### config.mk
export PLATFORM = sky130hd
export DESIGN_NAME = ulpi_link_startup
export DESIGN_NICKNAME = d
export VERILOG_FILES = /design/src/rtl/ulpi_startup_pkg.sv /design/src/rtl/ulpi_bus_turn.sv /design/src/rtl/ulpi_wait_timer.sv /design/src/rtl/ulpi_startup_fsm.sv /design/src/rtl/ulpi_link_startup.sv
export SDC_FILE = /design/constraint.sdc
export NUM_CORES = 1
export LEC_CHECK = 0
export BUFFER_PORTS_ARGS = -buffer_cell sky130_fd_sc_hd__buf_2
export CORE_UTILIZATION = 26
export CTS_CLUSTER_SIZE = 16
export DETAILED_ROUTE_END_ITERATION = 8
export MAX_ROUTING_LAYER = met4
export PLACE_DENSITY_LB_ADDON = 0.08
export SYNTH_ARGS = -nofsm -noshare
export SYNTH_HDL_FRONTEND = slang
export SYNTH_SLANG_ARGS = --single-unit
### constraint.sdc
create_clock -name clk -period 4.25 [get_ports clk]
set_input_delay 0.2125 -clock clk [delete_from_list [all_inputs] [get_ports clk]]
set_output_delay 0.2125 -clock clk [all_outputs]
set_load 0.02 [all_outputs]
### src/rtl/ulpi_startup_pkg.sv
package ulpi_startup_pkg;
    localparam int unsigned BUS_W       = 8;
    localparam int unsigned ADDR_W      = 6;
    localparam logic [1:0]  CMD_REGWR   = 2'b10;
    localparam logic [5:0]  FUNC_CTRL_A = 6'h04;
    localparam int unsigned RESET_BIT   = 5;

    typedef enum logic [3:0] {
        ST_POWERUP, ST_PHY_OWN, ST_CMD, ST_DATA, ST_STOP,
        ST_WAIT_HI, ST_WAIT_LO, ST_SETTLE, ST_READY, ST_FAILED
    } seq_state_e;

    typedef struct packed {
        seq_state_e        state;
        logic              retried;
        logic              err;
        logic              rx_vld;
        logic [BUS_W-1:0]  rx_byte;
    } seq_regs_t;
endpackage

### src/rtl/ulpi_bus_turn.sv
module ulpi_bus_turn (
    input  logic clk,
    input  logic rst_n,
    input  logic dir,
    output logic dir_prev,
    output logic oe
);
    typedef struct packed {
        logic dir_prev;
        logic oe;
    } turn_t;

    turn_t turn_d, turn_q;

    always_comb begin
        turn_d          = turn_q;
        turn_d.dir_prev = dir;
        turn_d.oe       = ~dir;
    end

    always_ff @(posedge clk) begin
        if (!rst_n) turn_q <= '{dir_prev: 1'b1, oe: 1'b0};
        else        turn_q <= turn_d;
    end

    assign dir_prev = turn_q.dir_prev;
    assign oe       = turn_q.oe;


    no_drive_chk: assert property (@(posedge clk) disable iff (!rst_n)
        (dir && $past(dir)) |-> !oe);
endmodule

### src/rtl/ulpi_wait_timer.sv
module ulpi_wait_timer #(
    parameter int unsigned LIMIT = 1024
) (
    input  logic clk,
    input  logic rst_n,
    input  logic run,
    output logic expired
);
    localparam int unsigned CNT_W = (LIMIT < 2) ? 1 : $clog2(LIMIT);
    localparam logic [CNT_W-1:0] LAST = CNT_W'(LIMIT - 1);

    logic [CNT_W-1:0] cnt_d, cnt_q;

    always_comb begin
        cnt_d = cnt_q;
        if (!run)              cnt_d = '0;
        else if (cnt_q != LAST) cnt_d = cnt_q + 1'b1;
    end

    always_ff @(posedge clk) begin
        if (!rst_n) cnt_q <= '0;
        else        cnt_q <= cnt_d;
    end

    assign expired = run && (cnt_q == LAST);


    cnt_reset_chk: assert property (@(posedge clk) disable iff (!rst_n)
        !$past(run) |-> cnt_q == '0);
endmodule

### src/rtl/ulpi_startup_fsm.sv
module ulpi_startup_fsm
    import ulpi_startup_pkg::*;
(
    input  logic             clk,
    input  logic             rst_n,
    input  logic             dir,
    input  logic             dir_prev,
    input  logic             nxt,
    input  logic [BUS_W-1:0] data_i,
    input  logic             expired,
    output logic             timer_run,
    output logic [BUS_W-1:0] data_o,
    output logic             stp,
    output logic             ready,
    output logic             err,
    output logic             rx_vld,
    output logic [BUS_W-1:0] rx_byte
);
    localparam logic [BUS_W-1:0] CMD_BYTE  = {CMD_REGWR, FUNC_CTRL_A};
    localparam logic [BUS_W-1:0] DATA_BYTE = BUS_W'(1) << RESET_BIT;

    seq_regs_t r_d, r_q;

    always_comb begin
        r_d        = r_q;
        r_d.rx_vld = 1'b0;
        unique case (r_q.state)
            ST_POWERUP: if (dir)  r_d.state = ST_PHY_OWN;
            ST_PHY_OWN: if (!dir) r_d.state = ST_CMD;
            ST_CMD:     if (!dir && nxt) r_d.state = ST_DATA;
            ST_DATA: begin
                if (dir)      r_d.state = ST_CMD;
                else if (nxt) r_d.state = ST_STOP;
            end
            ST_STOP:    r_d.state = ST_WAIT_HI;
            ST_WAIT_HI, ST_WAIT_LO: begin
                if (r_q.state == ST_WAIT_HI && dir)       r_d.state = ST_WAIT_LO;
                else if (r_q.state == ST_WAIT_LO && !dir) r_d.state = ST_SETTLE;
                else if (expired) begin
                    r_d.err     = 1'b1;
                    r_d.retried = 1'b1;
                    r_d.state   = r_q.retried ? ST_FAILED : ST_CMD;
                end
            end
            ST_SETTLE:  r_d.state = dir ? ST_WAIT_LO : ST_READY;
            ST_READY: begin
                if (dir && dir_prev && !nxt) begin
                    r_d.rx_vld  = 1'b1;
                    r_d.rx_byte = data_i;
                end
            end
            ST_FAILED:  r_d.state = ST_FAILED;
            default:    r_d.state = ST_POWERUP;
        endcase
    end

    always_ff @(posedge clk) begin
        if (!rst_n) r_q <= '{state: ST_POWERUP, retried: 1'b0, err: 1'b0,
                             rx_vld: 1'b0, rx_byte: '0};
        else        r_q <= r_d;
    end

    assign timer_run = (r_q.state == ST_WAIT_HI) || (r_q.state == ST_WAIT_LO)
                    || (r_q.state == ST_SETTLE);
    assign data_o    = (r_q.state == ST_CMD)  ? CMD_BYTE  :
                       (r_q.state == ST_DATA) ? DATA_BYTE : '0;
    assign stp       = (r_q.state == ST_STOP);
    assign ready     = (r_q.state == ST_READY);
    assign err       = r_q.err;
    assign rx_vld    = r_q.rx_vld;
    assign rx_byte   = r_q.rx_byte;


    stp_one_chk: assert property (@(posedge clk) disable iff (!rst_n)
        stp |=> !stp);

    rx_gate_chk: assert property (@(posedge clk) disable iff (!rst_n)
        rx_vld |-> ready);

    err_sticky_chk: assert property (@(posedge clk) disable iff (!rst_n)
        err |=> err);

    ready_sticky_chk: assert property (@(posedge clk) disable iff (!rst_n)
        ready |=> ready);
endmodule

### src/rtl/ulpi_link_startup.sv
module ulpi_link_startup
    import ulpi_startup_pkg::*;
#(
    parameter int unsigned TIMEOUT_CYCLES = 4096
) (
    input  logic       clk,
    input  logic       rst_n,
    input  logic       ulpi_dir,
    input  logic       ulpi_nxt,
    input  logic [7:0] ulpi_data_i,
    output logic [7:0] ulpi_data_o,
    output logic       ulpi_data_oe,
    output logic       ulpi_stp,
    output logic       link_ready,
    output logic       startup_err,
    output logic       rxcmd_valid,
    output logic [7:0] rxcmd_data
);
    logic dir_prev, timer_run, expired;

    ulpi_bus_turn u_turn (
        .clk(clk), .rst_n(rst_n), .dir(ulpi_dir),
        .dir_prev(dir_prev), .oe(ulpi_data_oe)
    );

    ulpi_wait_timer #(.LIMIT(TIMEOUT_CYCLES)) u_timer (
        .clk(clk), .rst_n(rst_n), .run(timer_run), .expired(expired)
    );

    ulpi_startup_fsm u_fsm (
        .clk(clk), .rst_n(rst_n), .dir(ulpi_dir), .dir_prev(dir_prev),
        .nxt(ulpi_nxt), .data_i(ulpi_data_i), .expired(expired),
        .timer_run(timer_run), .data_o(ulpi_data_o), .stp(ulpi_stp),
        .ready(link_ready), .err(startup_err), .rx_vld(rxcmd_valid),
        .rx_byte(rxcmd_data)
    );


    ready_rise_chk: assert property (@(posedge clk) disable iff (!rst_n)
        $rose(link_ready) |-> (!$past(ulpi_dir) && !$past(ulpi_dir, 2)));

    idle_zero_chk: assert property (@(posedge clk) disable iff (!rst_n)
        (ulpi_stp || link_ready) |-> ulpi_data_o == 8'h00);
endmodule

==> results.md <==
* Number of routed nets with antenna violations at 0
* DRT iter0 DRCs at 65
* Post-route cell area at 1700 µm²
* WP buf/inv at 0
* Hold Fails Final Rpt at 0
* # resized after CTS at 0
* Synth Instances at 178
* Pwr Density at 378 nW/µm²
* Die height at 78.6 µm
* Critical-path top delay cell: or3_1
* Crit. End Element: flip-flop
* Clock-pin slew on the worst setup and hold paths at 100 ps
* Fillers at 603
* H-tree depth at 1
* Worst skew pair latency at 270 ps
* Grt ovf at 0
* Most frequent cells after synthesis: dfxtp_1 (28), buf_4 (15), nand2_1 (15)
* Placer Congestion at 0.706
* Area grow syn2layout at 11.3%
* Pin count of the biggest net entering global routing at 18
* Layout cells sized above 1 at 21.5%
* Most used DFF post-synth: dfxtp_1
* Total core area at 5570 µm²
* Half-perimeter wire length after placement at 2.17 mm
* Top cells by area, synth: dfxtp_1 (37%), mux2i_1 (7.9%), buf_4 (7.4%), nor2b_1 (5.3%), nand2_1 (3.7%)
* Yosys top cell by area: dfxtp_1
* Slew headroom at 66.7%
* Worst Path Arrival at 1960 ps
* Clk_skew at 4.61 ps
* Num ports at 33
* Synth warn at 0
* Setup Buffers After CTS at 0
* Post-synth top area share at 36.8%
* Sink Count at 28
* Min cycle time layout at 1760 ps
* Max-Cap Viols at 0
* Crit share post-route at 41.4%
* Most frequent cell after synthesis: dfxtp_1
* Die Width at 78.6 µm
* Post-synth EDFFs at 0
* Kind of critical path: flip-flop to flip-flop
* Area of the die at 6180 µm²
* Std cell rows at 27
* DR vias/cell at 4.51
* Unrepaired setup endpoints after global routing: false
* Static leakage at 0.636 nW
* Asr flop ratio synth at 0%
* Sequential share of the synthesized area at 36.8%
* Hold_buf cts at 0
* First-pass GRT wire length at 4.91 mm
* Dpl cells at 259
* Fmax at 569 MHz
* Number of remaining DRC errors at 0
* Count of cell types in the netlist at 45
* #FFs+latches synth at 28
* Required @ worst endpoint at 4450 ps
* Status: finished clean
* Final std cells w/o fill at 263
* Total CTS buffers at 3
* Cell family with most CP delay: simple AND/OR/NAND/NOR gates
* Diode count at 0
* Placed Area at 1630 µm²
* Worst-Margin Slew at 498 ps
* Post-synth design cell area at 1530 µm²
* Routed len/inst at 11.6 µm
* Initial antenna violation count at 0
* DR pass1 iterations at 4
* Port buffer count at 27
* GRT Total Usage at 10.1%
* CTS max path bufs at 2
* Setup TNS at 0 ps
* Crit path cell chain: ha_1 > nand3_1 > or3_1 > nand3_2 > o21a_2 > mux2i_1
* CTS Root Cell: clkbuf_8
* Fin nets at 205
* Max VDD drop at 0.188 mV
* WL final at 3.04 mm
* Crit path largest cell delay at 500 ps
* # setup viols final at 0
* Via Count at 1,187
* TritonCTS clock tree: done
* Vias in the first global route at 1,038
* Initial Utilization at 27.4%
* HP Class: primary input to flip-flop
* Max-slew violations at 0
* CP startpoint kind: flip-flop
* Mean post-synth cell area at 8.57 µm²
* Max Fanout on Critical Path at 9
==> report_power, final <==
part           leakage, nW  total (mW)  internal (mW)  switching (mW)
sequential           0.227       0.300          0.271          0.0289
clock               0.0357       0.208          0.126          0.0820
combinational        0.374       0.135         0.0607          0.0740
total                0.636       0.643          0.458           0.185
==> cell families (layout without fill, tap and decap cells) <==
logic type	count (synthesis)	in the layout	share of synthesized area, %
multiplexers	13	13	8.61
other	1	5	0.246
adder cells (fa/ha/maj)	1	1	0.820
AO/OA/AOI/OAI	22	22	9.35
AND/OR/NAND/NOR	81	81	30.0
XOR/XNOR	6	6	3.45
buffers and inverters	26	35	10.7
flip-flops	28	28	36.8
==> through the flow <==
stage / power (mW) / utilization (%) / setup slack [ps] / hold slack, ps
detailed placement: 0.440 / 29.2 / 2520 / 476
global route: 0.685 / 30.5 / 2310 / 187
global placement: 0.439 / 29.2 / 2540 / 456
floorplan: 0.413 / - / 2630 / 341
finish: 0.643 / 30.5 / 2490 / 196
CTS: 0.654 / 30.5 / 2490 / 188
==> cell usage in the layout, fill, tap and decap left out, types with 2 or more instances in the layout <==
cell type	count
dfxtp_1	28
buf_2	27
nand2_1	15
nor2_1	14
nor2b_1	13
mux2i_1	12
a21oi_1	8
nor3_1	6
nor3b_1	5
conb_1	5
nand2b_1	4
nand4_1	4
xor2_1	4
inv_1	3
and2_1	3
a31oi_1	3
clkbuf_8	3
nand3_1	2
and3_1	2
xnor2_1	2
o22ai_1	2
o21ai_0	2
and4_1	2
==> layer usage <==
| layer | vias up | wire [µm] | GRT usage (%) |
|---|---|---|---|
| met5 | - | 0 | - |
| met2 | 29 | 1350 | 15.3 |
| met3 | 2 | 137 | 1.74 |
| met4 | 0 | 19 | 3.33 |
| met1 | 537 | 1540 | 13.6 |
| li1 | 619 | - | - |
==> final cells by class <==
| cell class | instances | area (µm²) | area share (%) |
|---|---|---|---|
| inverter | 3 | 11.3 | 0.663 |
| timing repair buffer | 28 | 143 | 8.40 |
| sequential | 28 | 561 | 33.0 |
| multi-input combinational | 128 | 822 | 48.4 |
| tap | 72 | 90.1 | 5.31 |
| clock inverter | 1 | 30.0 | 1.77 |
| clock buffer | 3 | 41.3 | 2.43 |
==> final timing paths <==
| kind | cells past startpoint | slack (ps) | endpoint | start |
|---|---|---|---|---|
| worst min register to register | 2 | 480 | u_timer.cnt_q[1] | u_timer.cnt_q[1] |
| worst max-delay path | 6 | 2490 | u_fsm.r_q[11] | u_timer.cnt_q[0] |
| worst max register to register | 6 | 2490 | u_fsm.r_q[11] | u_timer.cnt_q[0] |
| worst min-delay path | 3 | 200 | u_fsm.rx_byte[2] | ulpi_data_i[2] |
==> flip-flops by register name, summed over array words and instances, names as in the netlist <==
| signal | cells |
|---|---|
| u_fsm.rx_vld | 1 |
| u_fsm.r_q | 5 |
| u_turn.oe | 1 |
| u_timer.cnt_q | 12 |
| u_turn.dir_prev | 1 |
| u_fsm.rx_byte | 8 |
==> worst min-delay path: stages <==
cell     delay, ps
buf_2           80
mux2i_1         50
nor2b_1         90
Note: power is estimated with default switching activity, not from simulation.
